`src/rtl/os_pkg.sv`:
```
`timescale 1ns/1ps
package os_pkg;
  typedef enum logic [1:0] {
    ST_IDLE = 2'd0,
    ST_HIGH = 2'd1,
    ST_HOLD = 2'd2
  } os_state_e;
endpackage

```
`src/rtl/os_sync.sv`:
```
`timescale 1ns/1ps
module os_sync #(
  parameter int              WIDTH = 3,
  parameter logic [WIDTH-1:0] INIT = '0
) (
  input  logic             clk,
  input  logic             rst,
  input  logic [WIDTH-1:0] d,
  output logic [WIDTH-1:0] q
);
  logic [WIDTH-1:0] stage1;

  always_ff @(posedge clk) begin
    if (rst) begin
      stage1 <= INIT;
      q      <= INIT;
    end else begin
      stage1 <= d;
      q      <= stage1;
    end
  end
endmodule

```
`src/rtl/os_trig.sv`:
```
`timescale 1ns/1ps
module os_trig (
  input  logic clk,
  input  logic rst,
  input  logic a_s,
  input  logic b_s,
  input  logic clr_s,
  output logic fire_req
);
  logic a_d, b_d, clr_d;
  logic a_fall, b_rise;

  always_ff @(posedge clk) begin
    if (rst) begin
      a_d   <= 1'b1;
      b_d   <= 1'b0;
      clr_d <= 1'b0;
    end else begin
      a_d   <= a_s;
      b_d   <= b_s;
      clr_d <= clr_s;
    end
  end

  // each edge is qualified by the level on the opposite input
  assign a_fall   = a_d & ~a_s & b_s;
  assign b_rise   = ~b_d & b_s & ~a_s;
  // clear must be high now and on the previous sample (setup before trigger)
  assign fire_req = (a_fall | b_rise) & clr_s & clr_d;
endmodule

```
`src/rtl/os_timer.sv`:
```
`timescale 1ns/1ps
module os_timer
  import os_pkg::*;
#(
  parameter int WW  = 8,
  parameter int REC = 2
) (
  input  logic          clk,
  input  logic          rst,
  input  logic          clr_n,
  input  logic          fire_req,
  input  logic [WW-1:0] width,
  output logic          q,
  output logic          qn
);
  localparam int RW = $clog2(REC + 2);

  os_state_e     state;
  logic [WW-1:0] cnt;
  logic [RW-1:0] rec;
  logic [WW-1:0] load_w;

  assign load_w = (width == '0) ? WW'(1) : width;

  always_ff @(posedge clk or negedge clr_n) begin
    if (!clr_n) begin
      state <= ST_IDLE;
      cnt   <= '0;
      rec   <= '0;
      q     <= 1'b0;
      qn    <= 1'b1;
    end else if (rst) begin
      state <= ST_IDLE;
      cnt   <= '0;
      rec   <= '0;
      q     <= 1'b0;
      qn    <= 1'b1;
    end else begin
      case (state)
        ST_IDLE: begin
          if (fire_req) begin
            state <= ST_HIGH;
            cnt   <= load_w;
            q     <= 1'b1;
            qn    <= 1'b0;
          end
        end
        ST_HIGH: begin
          if (cnt == WW'(1)) begin
            q  <= 1'b0;
            qn <= 1'b1;
            if (REC == 0) begin
              state <= ST_IDLE;
            end else begin
              state <= ST_HOLD;
              rec   <= RW'(REC);
            end
          end else begin
            cnt <= cnt - WW'(1);
          end
        end
        ST_HOLD: begin
          if (rec <= RW'(1)) state <= ST_IDLE;
          rec <= rec - RW'(1);
        end
        default: state <= ST_IDLE;
      endcase
    end
  end
endmodule

```
`src/rtl/os_channel.sv`:
```
`timescale 1ns/1ps
module os_channel #(
  parameter int WW  = 8,
  parameter int REC = 2
) (
  input  logic          clk,
  input  logic          rst,
  input  logic          a_n,
  input  logic          b_p,
  input  logic          clr_n,
  input  logic [WW-1:0] width,
  output logic          q,
  output logic          qn
);
  logic [2:0] raw, synced;
  logic       fire_req;

  assign raw = {clr_n, b_p, a_n};

  os_sync #(.WIDTH(3), .INIT(3'b001)) u_sync (
    .clk(clk), .rst(rst), .d(raw), .q(synced)
  );

  os_trig u_trig (
    .clk(clk), .rst(rst),
    .a_s(synced[0]), .b_s(synced[1]), .clr_s(synced[2]),
    .fire_req(fire_req)
  );

  os_timer #(.WW(WW), .REC(REC)) u_timer (
    .clk(clk), .rst(rst), .clr_n(clr_n),
    .fire_req(fire_req), .width(width),
    .q(q), .qn(qn)
  );
endmodule

```
`src/rtl/dual_oneshot.sv`:
```
`timescale 1ns/1ps
module dual_oneshot #(
  parameter int NCH = 2,
  parameter int WW  = 8,
  parameter int REC = 2
) (
  input  logic              clk,
  input  logic              rst,
  input  logic [NCH-1:0]    trig_n,
  input  logic [NCH-1:0]    trig_p,
  input  logic [NCH-1:0]    clr_n,
  input  logic [NCH*WW-1:0] pulse_w,
  output logic [NCH-1:0]    q,
  output logic [NCH-1:0]    qn
);
  for (genvar ch = 0; ch < NCH; ch++) begin : g_ch
    os_channel #(.WW(WW), .REC(REC)) u_ch (
      .clk(clk), .rst(rst),
      .a_n(trig_n[ch]), .b_p(trig_p[ch]), .clr_n(clr_n[ch]),
      .width(pulse_w[WW*ch +: WW]),
      .q(q[ch]), .qn(qn[ch])
    );
  end
endmodule

```
`config.mk`:
```
export PLATFORM = sky130hd
export DESIGN_NAME = dual_oneshot
export DESIGN_NICKNAME = d
export VERILOG_FILES = /design/src/rtl/os_pkg.sv /design/src/rtl/os_sync.sv /design/src/rtl/os_trig.sv /design/src/rtl/os_timer.sv /design/src/rtl/os_channel.sv /design/src/rtl/dual_oneshot.sv
export SDC_FILE = /design/constraint.sdc
export NUM_CORES = 1
export LEC_CHECK = 0
export ABC_AREA = 1
export BUFFER_PORTS_ARGS = -buffer_cell sky130_fd_sc_hd__buf_2
export CAP_MARGIN = 25
export CORE_UTILIZATION = 53
export CTS_BUF_LIST = sky130_fd_sc_hd__clkbuf_8
export DETAILED_ROUTE_END_ITERATION = 10
export PLACE_DENSITY = 0.73
export SLEW_MARGIN = 20
export SYNTH_ARGS = -nofsm -noshare
export SYNTH_HDL_FRONTEND = slang
export SYNTH_HIERARCHICAL = 1
export SYNTH_SLANG_ARGS = --single-unit
```
`constraint.sdc`:
```
create_clock -name clk -period 1.6 [get_ports clk]
set_clock_uncertainty 0.15 [all_clocks]
set_input_delay 0.16 -clock clk [delete_from_list [all_inputs] [get_ports clk]]
set_output_delay 0.16 -clock clk [all_outputs]
set_load 0.005 [all_outputs]
```
==> impl_metrics.yaml, run 1 <==
power_and_ir_drop:
  p_comb_share_pct: 50.4
  switching_share_pct: 46.2
  p_seq_share_pct: 36.2
  power_mw: 5.24
  power.switching_mw: 2.42
  leakage_nw: 1.59
  vdd_ir_drop_max_v: 0.00107
  p_int_mw: 2.82
  clkPwrFrac_pct: 13.4
  power.density_nw_per_um2: 1760
layout:
  stdcell_count: 455
  area_growth_pct: 20.2
  final_common_cell: "nand2_1"
  mostFrequentLayoutCells: "nand2_1 (113), inv_1 (53), nor2_1 (35)"
  final_layout_size_suffix_gt1_share_pct: 23.3
  fin_nets: 432
  diodes: 0
  utilization_pct: 67.6
  final_cell_area_um2: 2980
clock_tree:
  clock-root-buffer: "clkbuf_8"
  cts_buffers: 5
  clkSlewWorstSetupHoldPaths_ps: 80
  cts-htree-levels: 2
  clk-insertion-delay-late_ps: 290
  cts_sinks: 46
  tritoncts: "yes"
  clock_path_buffers: 2
critical_path:
  startpoint_type: "register"
  worst-path-max-fanout: 5
  reg2reg_slack_ps: 60
  crit_path_end_kind: "register"
  critPathKind: "register to register"
  rr_startpoint: "g_ch[0].u_ch/u_timer/cnt[1]"
  critPathRequiredTime_ps: 1670
  r2r_end: "g_ch[0].u_ch/u_timer/cnt[1]"
  worstPathArrival_ps: 1610
  rr_worst_depth: 8
placed_design:
  place_congestion: 0.904
  port_buffers: 27
  dpl_cell_area_um2: 2720
  hpwl_um: 3740
  placed_cells: 436
die:
  row_count: 24
  die-area_um2: 4960
  ios: 28
  core_um2: 4410
  die_y_um: 70.4
  initial_core_util_pct: 56.2
  die_width_um: 70.4
drt:
  dr.pass1.iters: 4
  drt-initial-drc-count: 189
  vias: 2305
  drc: 0
  wire_per_inst_um: 11.7
  drt-total-wl_um: 5320
  ant_nets: 0
  via_per_inst: 5.07
min_path:
  hold_end: "g_ch[0].u_ch/u_timer/cnt[7]"
  worstHoldStart: "pulse_w[7]"
  hold-path-cell-count: 5
  hp-class: "input pin to register"
timing:
  rsz0062_at_grt: "yes"
  setup_viol: 0
  fmax_ghz: 0.651
  layout_min_cycle_time_ps: 1540
  holdWs_ps: 24.6
  finalMaxSlewViolations: 0
  hold_violations: 0
  tightest_slew_ps: 437
  min_period_over_period_pct: 96.0
  slew_headroom_pct: 70.7
grt:
  grt_pass1_wl_um: 9160
  grt_use_met1_pct: 27.8
  grt-ovfl-total: 0
  grt_usage_pct: 23.0
  grt_max_degree: 15
  top_usage_layer: "met2"
  met2_usage_pct: 41.3
  grt_pass1_vias: 2188
  antenna_found_initial: 0
  use_met3_pct: 3.46
synth:
  ys_types: 26
  synthCells: 352
  synthesis.nets: 382
  synth.avg_cell_area_um2: 7.05
  ys_seq_elements: 46
  seq_area_frac_synth_pct: 42.8
  synth-warning-count: 6
  netlist_area_um2: 2480
run_status:
  status: "completed"
flow_run:
  maxCapViolCount: 0
-- kinds of logic after synthesis --
| family | count (synthesis) | share of synthesized area, % |
|---|---|---|
| simple gates | 202 | 35.1 |
| buf+inv | 62 | 9.37 |
| flops | 46 | 42.8 |
| compound gates | 34 | 8.97 |
| fa+ha+maj | 6 | 3.02 |
| xor+xnor | 2 | 0.706 |
-- power groups by stage --
| stage | Clock, mW | Sequential, mW | Combinational (mW) |
|---|---|---|---|
| after global placement | 0 | 1.87 | 2.29 |
| after floorplan | 0 | 1.82 | 1.81 |
| after detailed placement | 0 | 1.88 | 2.35 |
| final | 0.703 | 1.89 | 2.64 |
| after global routing | 0.770 | 1.95 | 3.01 |
| after CTS | 0.726 | 1.86 | 2.38 |
-- critical path, stage by stage, from the launching register on --
cell	delay [ps]
dfrtp_1	410
inv_2	100
ha_2	190
nand2_2	80
o21ai_4	190
nand2_4	100
nand2_4	110
nand2_1	60
o21ai_1	70
-- metrics by stage --
step | setup TNS [ps] | setup WS, ps
2_1_floorplan | 0 | 212
3_3_place_gp | 0 | 133
3_5_place_dp | 0 | 73.4
4_1_cts | 0 | 58.7
5_1_grt | -75.0 | -28.8
6_report | 0 | 63.3
-- state kept, by name, indices dropped and copies added (netlist names) --
name,flops
g_ch.u_ch/u_sync/q,6
g_ch.u_ch/u_sync/stage1,6
g_ch.u_ch/u_timer/cnt,16
g_ch.u_ch/u_timer/q,2
g_ch.u_ch/u_timer/qn,2
g_ch.u_ch/u_timer/rec,4
g_ch.u_ch/u_timer/state,4
g_ch.u_ch/u_trig/a_d,2
g_ch.u_ch/u_trig/b_d,2
g_ch.u_ch/u_trig/clr_d,2
-- cell type report --
cell class                      instances  area [µm²]
Multi-Input combinational cell        246        1260
Clock buffer                            5        68.8
Timing Repair Buffer                   41         268
Tap cell                               52        65.1
Clock inverter                          3        17.5
Sequential cell                        46        1070
Inverter                               62         233
Fill cell                             386        1430
-- cells in the mapped netlist --
cell	number	share of area (%)
nand2_1	114	17
inv_1	54	8.2
nor2_1	38	5.7
dfrtp_1	26	26
nand3_1	24	4.8
dfxtp_1	18	15
o21ai_0	9	1.8
nand2_2	8	2.0
nor2_2	8	2.0
inv_2	7	1.1
o21ai_1	7	1.4
ha_1	6	3.0
o21ai_2	5	1.8
a21oi_1	4	0.81
o21bai_1	4	1.2
a21oi_2	2	0.71
a22oi_1	2	0.60
dfstp_2	2	2.1
nand2_4	2	0.91
nand4_1	2	0.50
nor2_4	2	0.91
nor3_1	2	0.40
or2_1	2	0.50
xor2_1	2	0.71
clkinv_1	1	0.15
o21ai_4	1	0.66
-- metal layers --
metal / vias up / share of wire (%)
li1: 1179 / -
met1: 1050 / 44
met2: 68 / 50
met3: 8 / 4.5
met4: 0 / 1.2
met5: - / 0
-- how the worst max path moves through the flow --
stage | from | end | slack, ps
floorplan | g_ch[0].u_ch/u_timer/cnt[1] | g_ch[0].u_ch/u_timer/cnt[2] | 210
global placement | g_ch[1].u_ch/u_timer/cnt[2] | g_ch[1].u_ch/u_timer/rec[0] | 130
detailed placement | g_ch[0].u_ch/u_timer/cnt[1] | g_ch[0].u_ch/u_timer/cnt[4] | 70
CTS | g_ch[0].u_ch/u_timer/cnt[1] | g_ch[0].u_ch/u_timer/cnt[6] | 60
global route | g_ch[0].u_ch/u_timer/cnt[1] | g_ch[0].u_ch/u_timer/cnt[6] | -30
finish | g_ch[0].u_ch/u_timer/cnt[1] | g_ch[0].u_ch/u_timer/cnt[1] | 60
-- repair_timing --
item                                    4_1_cts  5_1_grt
hold buffers                                  6        0
buffers inserted                              0        3
hold endpoints to repair                     34        0
resized for setup                             0       20
endpoints found under the setup margin        0       22
Power figures use the tool's default switching activity.
==> run 2, diff against run 1 <==
==> constraint.sdc (replaced) <==
create_clock -name clk -period 1.6 [get_ports clk]
set_clock_uncertainty 0.15 [all_clocks]
set_input_delay 0.08 -clock clk [delete_from_list [all_inputs] [get_ports clk]]
set_output_delay 0.08 -clock clk [all_outputs]
set_load 0.005 [all_outputs]
==> impl_metrics.yaml, run 2 (synthesis results as in run 1) <==
run_status:
  status: "completed"
placed_design:
  port_buffers: 27
  place_congestion: 0.880
  hpwl_um: 3630
  placed_cells: 435
critical_path:
  cp_slowest_stage_delay_ps: 530
  r2r_end: "g_ch[0].u_ch/u_timer/cnt[2]"
  critPathRequiredTime_ps: 1630
  rr_worst_depth: 7
  startpoint_type: "input pin"
  worstPathCellList: "dlygate4sd3_1 -> clkbuf_4 -> buf_4 -> nor2_1 -> nand2_1 -> nand3_1 -> nand2_1"
  rr_startpoint: "g_ch[0].u_ch/u_timer/cnt[3]"
  crit_path_end_kind: "register"
  worstPathArrival_ps: 1600
  crit_top_cell: "nand2_1"
  worst-path-max-fanout: 10
  critPathKind: "input pin to register"
  cp_slowest_cell: "dlygate4sd3_1"
  reg2reg_slack_ps: 50
clock_tree:
  tritoncts: "yes"
  clock_path_buffers: 2
  cts-htree-levels: 2
  clock-root-buffer: "clkbuf_8"
  clkSlewWorstSetupHoldPaths_ps: 90
  clk-insertion-delay-late_ps: 290
  cts_buffers: 5
  cts_sinks: 46
min_path:
  hold-path-cell-count: 6
  hp-class: "input pin to register"
  hold_end: "g_ch[0].u_ch/u_timer/cnt[0]"
  worstHoldStart: "pulse_w[0]"
timing:
  setup_viol: 0
  hold_violations: 0
  layout_min_cycle_time_ps: 1560
  fmax_ghz: 0.639
  slew_headroom_pct: 76.7
  tightest_slew_ps: 348
  min_period_over_period_pct: 97.8
  finalMaxSlewViolations: 0
layout:
  diodes: 0
  largest_register_ff_count: 16
  top_register: "g_ch.u_ch/u_timer/cnt"
  utilization_pct: 70.1
  final_common_cell: "nand2_1"
  stdcell_count: 468
  final_layout_size_suffix_gt1_share_pct: 20.7
  area_growth_pct: 24.6
  fin_nets: 445
  reg_top3: "g_ch.u_ch/u_timer/cnt (16), g_ch.u_ch/u_sync/q (6), g_ch.u_ch/u_sync/stage1 (6)"
  mostFrequentLayoutCells: "nand2_1 (114), inv_1 (53), nor2_1 (37)"
power_and_ir_drop:
  leakage_nw: 1.64
  vdd_ir_drop_max_v: 0.000984
  clkPwrFrac_pct: 16.3
  p_int_mw: 2.92
  power_mw: 5.26
  switching_share_pct: 44.5
  power.density_nw_per_um2: 1700
  power.switching_mw: 2.34
  p_seq_share_pct: 35.3
  p_comb_share_pct: 48.4
die:
  core_um2: 4410
  die_y_um: 70.4
  die-area_um2: 4960
  initial_core_util_pct: 56.2
  die_width_um: 70.4
  ios: 28
  row_count: 24
drt:
  drt-total-wl_um: 5310
  via_per_inst: 4.96
  wire_per_inst_um: 11.3
  drt-initial-drc-count: 142
  drc: 0
  vias: 2319
  ant_nets: 0
  dr.pass1.iters: 5
grt:
  grt_usage_pct: 23.4
  grt_pass1_wl_um: 9270
  grt-ovfl-total: 0
  grt_pass1_vias: 2278
  grt_max_degree: 16
  antenna_found_initial: 0
flow_run:
  maxCapViolCount: 0
-- run 2: cell count changes in the layout (fill, tap and decap cells not counted), moves of 2 or more --
cell	change
dfrtp_1	+2
dfrtp_2	-2
dlygate4sd3_1	+15
nor2_1	+2
nor2_4	-2
-- run 2: critical path, delay by kind of cell --
family                 cells  cell delay [ps]
buffers and inverters      3              920
AND/OR/NAND/NOR            4              610
-- run 2: worst max path at each step --
stage / startpoint / to / slack (ps) / depth (start not counted)
finish: rst / g_ch[1].u_ch/u_timer/state[0] / 40 / 7
global route: g_ch[0].u_ch/u_timer/state[0] / g_ch[0].u_ch/u_timer/cnt[2] / -10 / 7
CTS: rst / g_ch[1].u_ch/u_timer/rec[1] / 30 / 8
detailed placement: g_ch[0].u_ch/u_timer/cnt[1] / g_ch[0].u_ch/u_timer/cnt[4] / 80 / 7
global placement: g_ch[1].u_ch/u_timer/cnt[2] / g_ch[1].u_ch/u_timer/rec[1] / 100 / 6
floorplan: g_ch[0].u_ch/u_timer/cnt[1] / g_ch[0].u_ch/u_timer/cnt[2] / 210 / 7
-- run 2: per-layer routing --
layer	track usage, %	vias up	wire [µm]
li1	-	1200	-
met1	27.1	1072	2340
met2	42.4	40	2770
met3	4.47	7	138
met4	8.44	0	61
met5	0	-	0
-- run 2: cell type report --
| class | count | area (µm²) |
|---|---|---|
| fillers | 373 | 1320 |
| flip-flops and latches | 46 | 1060 |
| inverters | 62 | 233 |
| multi-input cells | 246 | 1230 |
| clock buffers | 5 | 68.8 |
| repair buffers | 54 | 393 |
| well taps | 52 | 65.1 |
| clock inverters | 3 | 40.0 |
-- run 2: power by group through the flow --
| stage | clock [mW] | sequential, mW | combinational, mW |
|---|---|---|---|
| floorplan | 0 | 1.82 | 1.81 |
| global placement | 0 | 1.87 | 2.29 |
| detailed placement | 0 | 1.88 | 2.34 |
| CTS | 0.896 | 1.85 | 2.39 |
| global route | 0.932 | 1.91 | 2.91 |
| finish | 0.857 | 1.86 | 2.54 |
-- run 2: metrics by stage --
step	setup WS, ps	area, µm²	TNS (ps)	hold WS, ps
finish	35.9	3090	0	9.88
detailed placement	84.6	2710	0	-142
floorplan	212	2480	0	-366
global placement	104	2710	0	-142
CTS	31.1	3030	0	8.54
global route	-13.4	3090	-36.1	37.2
-- run 2: timing repair --
| item | 4_1_cts | 5_1_grt |
|---|---|---|
| hold buffers | 21 | 0 |
| endpoints found under the setup margin | 0 | 19 |
| gates resized for setup | 0 | 11 |
| hold endpoints to repair | 48 | 0 |
| buffers inserted | 0 | 2 |
==> run 3, diff against run 2 <==
--- a/config.mk
+++ b/config.mk
@@ -8,10 +8,9 @@
 export ABC_AREA = 1
 export BUFFER_PORTS_ARGS = -buffer_cell sky130_fd_sc_hd__buf_2
 export CAP_MARGIN = 25
-export CORE_UTILIZATION = 53
+export CORE_UTILIZATION = 31
 export CTS_BUF_LIST = sky130_fd_sc_hd__clkbuf_8
 export DETAILED_ROUTE_END_ITERATION = 10
-export PLACE_DENSITY = 0.73
 export SLEW_MARGIN = 20
 export SYNTH_ARGS = -nofsm -noshare
 export SYNTH_HDL_FRONTEND = slang
==> constraint.sdc (replaced) <==
create_clock -name clk -period 1.6 [get_ports clk]
set_clock_uncertainty 0.15 [all_clocks]
set_input_delay 0.16 -clock clk [delete_from_list [all_inputs] [get_ports clk]]
set_output_delay 0.16 -clock clk [all_outputs]
set_load 0.005 [all_outputs]
==> impl_metrics.yaml, run 3 (synthesis results as in run 1) <==
timing:
  holdWs_ps: 10.7
  setup_viol: 0
  hold_violations: 0
  finalMaxSlewViolations: 0
  min_period_over_period_pct: 94.6
  slew_headroom_pct: 71.2
  setup_ws_ps: 86.1
  tns_ps: 0
  tightest_slew_ps: 431
  fmax_ghz: 0.661
  layout_min_cycle_time_ps: 1510
drt:
  via_per_inst: 4.41
  ant_nets: 0
  drt-total-wl_um: 5510
  wire_per_inst_um: 10.9
  dr.pass1.iters: 5
  vias: 2238
  drc: 0
  drt-initial-drc-count: 93
grt:
  grt_usage_pct: 13.5
  grt_max_degree: 16
  grt-ovfl-total: 0
  grt_pass1_vias: 2080
  antenna_found_initial: 0
  grt_pass1_wl_um: 9120
critical_path:
  worstPathArrival_ps: 1610
  crit_path_end_kind: "register"
  startpoint_type: "register"
  critPathKind: "register to register"
  worst-path-max-fanout: 6
  reg2reg_slack_ps: 90
  rr_worst_depth: 6
  critPathRequiredTime_ps: 1700
layout:
  area_growth_pct: 23.6
  fillers: 798
  largest_register_ff_count: 16
  reg_top3: "g_ch.u_ch/u_timer/cnt (16), g_ch.u_ch/u_sync/q (6), g_ch.u_ch/u_sync/stage1 (6)"
  fin_nets: 434
  final_layout_size_suffix_gt1_share_pct: 24.4
  stdcell_count: 507
  final_common_cell: "nand2_1"
  mostFrequentLayoutCells: "nand2_1 (113), inv_1 (51), nor2_1 (35)"
  top_register: "g_ch.u_ch/u_timer/cnt"
  diodes: 0
clock_tree:
  cts_buffers: 5
  clock-root-buffer: "clkbuf_8"
  cts_sinks: 46
  clk-insertion-delay-late_ps: 300
  clock_path_buffers: 2
  clkSlewWorstSetupHoldPaths_ps: 100
  cts-htree-levels: 2
  tritoncts: "yes"
die:
  die_y_um: 91.5
  row_count: 32
  die-area_um2: 8370
  ios: 28
  core_um2: 7730
  initial_core_util_pct: 32.1
  die_width_um: 91.5
power_and_ir_drop:
  power.density_nw_per_um2: 1740
  leakage_nw: 1.60
  power_mw: 5.34
  vdd_ir_drop_max_v: 0.000882
placed_design:
  post-place-ws_ps: 80.0
  port_buffers: 27
  hpwl_um: 3910
  place_congestion: 0.846
  placed_cells: 485
min_path:
  hold-path-cell-count: 3
  hp-class: "input pin to register"
flow_run:
  maxCapViolCount: 0
run_status:
  status: "completed"
run 3: cell count changes in the layout (fill, tap and decap cells not counted), moves of 2 or more:
cell,previous run,this run
inv_1,53,51
nor2_1,37,35
o21ai_2,6,4
o21ai_4,1,3
nor2_4,2,4
dfrtp_1,26,21
dlygate4sd3_1,21,6
nand2_4,4,6
dfrtp_2,0,5
buf_4,6,10
run 3: report_power, final:
part / leakage [nW] / internal (mW) / switching (mW) / total, mW
Combinational: 1.05 / 0.971 / 1.67 / 2.64
Clock: 0.0478 / 0.356 / 0.428 / 0.785
Sequential: 0.498 / 1.54 / 0.369 / 1.91
run 3: timing repair:
action	4_1_cts	5_1_grt
setup buffers	0	6
endpoints found under the hold margin	34	0
resized for setup	0	24
hold buffers	6	0
setup endpoints to repair	0	21
run 3: path summary, 6_finish.rpt:
kind,start,end
setup reg to reg,g_ch[1].u_ch/u_timer/cnt[0],g_ch[1].u_ch/u_timer/cnt[4]
max in group asynchronous,clr_n[0],g_ch[0].u_ch/u_timer/qn
hold / removal,pulse_w[1],g_ch[0].u_ch/u_timer/cnt[1]
hold reg to reg,g_ch[1].u_ch/u_sync/stage1[1],g_ch[1].u_ch/u_sync/q[1]
setup / recovery,g_ch[1].u_ch/u_timer/cnt[0],g_ch[1].u_ch/u_timer/cnt[4]
min in group asynchronous,clr_n[1],g_ch[1].u_ch/u_timer/cnt[6]
run 3: cell type report:
cell class	count	area, µm²	area share [%]
Multi-Input combinational cell	246	1270	41.4
Sequential cell	46	1070	34.9
Timing Repair Buffer	43	270	8.81
Inverter	62	233	7.58
Tap cell	102	128	4.16
Clock buffer	6	82.6	2.69
Clock inverter	2	16.3	0.530
run 3: routing by layer:
metal,global-route usage (%),part of all wire (%),up-vias
met2,22.4,47,51
met1,17.3,48,998
met5,0,0,-
li1,-,-,1183
met3,3.43,4.1,6
met4,3.84,1.4,0
run 3: through the flow:
stage / utilization, % / instance area, µm²
after global routing: 39.7 / 3070
after detailed placement: 35.9 / 2780
final: 39.7 / 3070
after global placement: 35.9 / 2780
after CTS: 38.0 / 2930
after floorplan: - / 2480
run 3: critical path, cell delays in order, from the launching register on:
cell and delay, ps:
dfrtp_1 430, ha_2 210, nand2_2 100, o21ai_4 70, a21oi_2 320, nand2_1 100, nand2_1 80
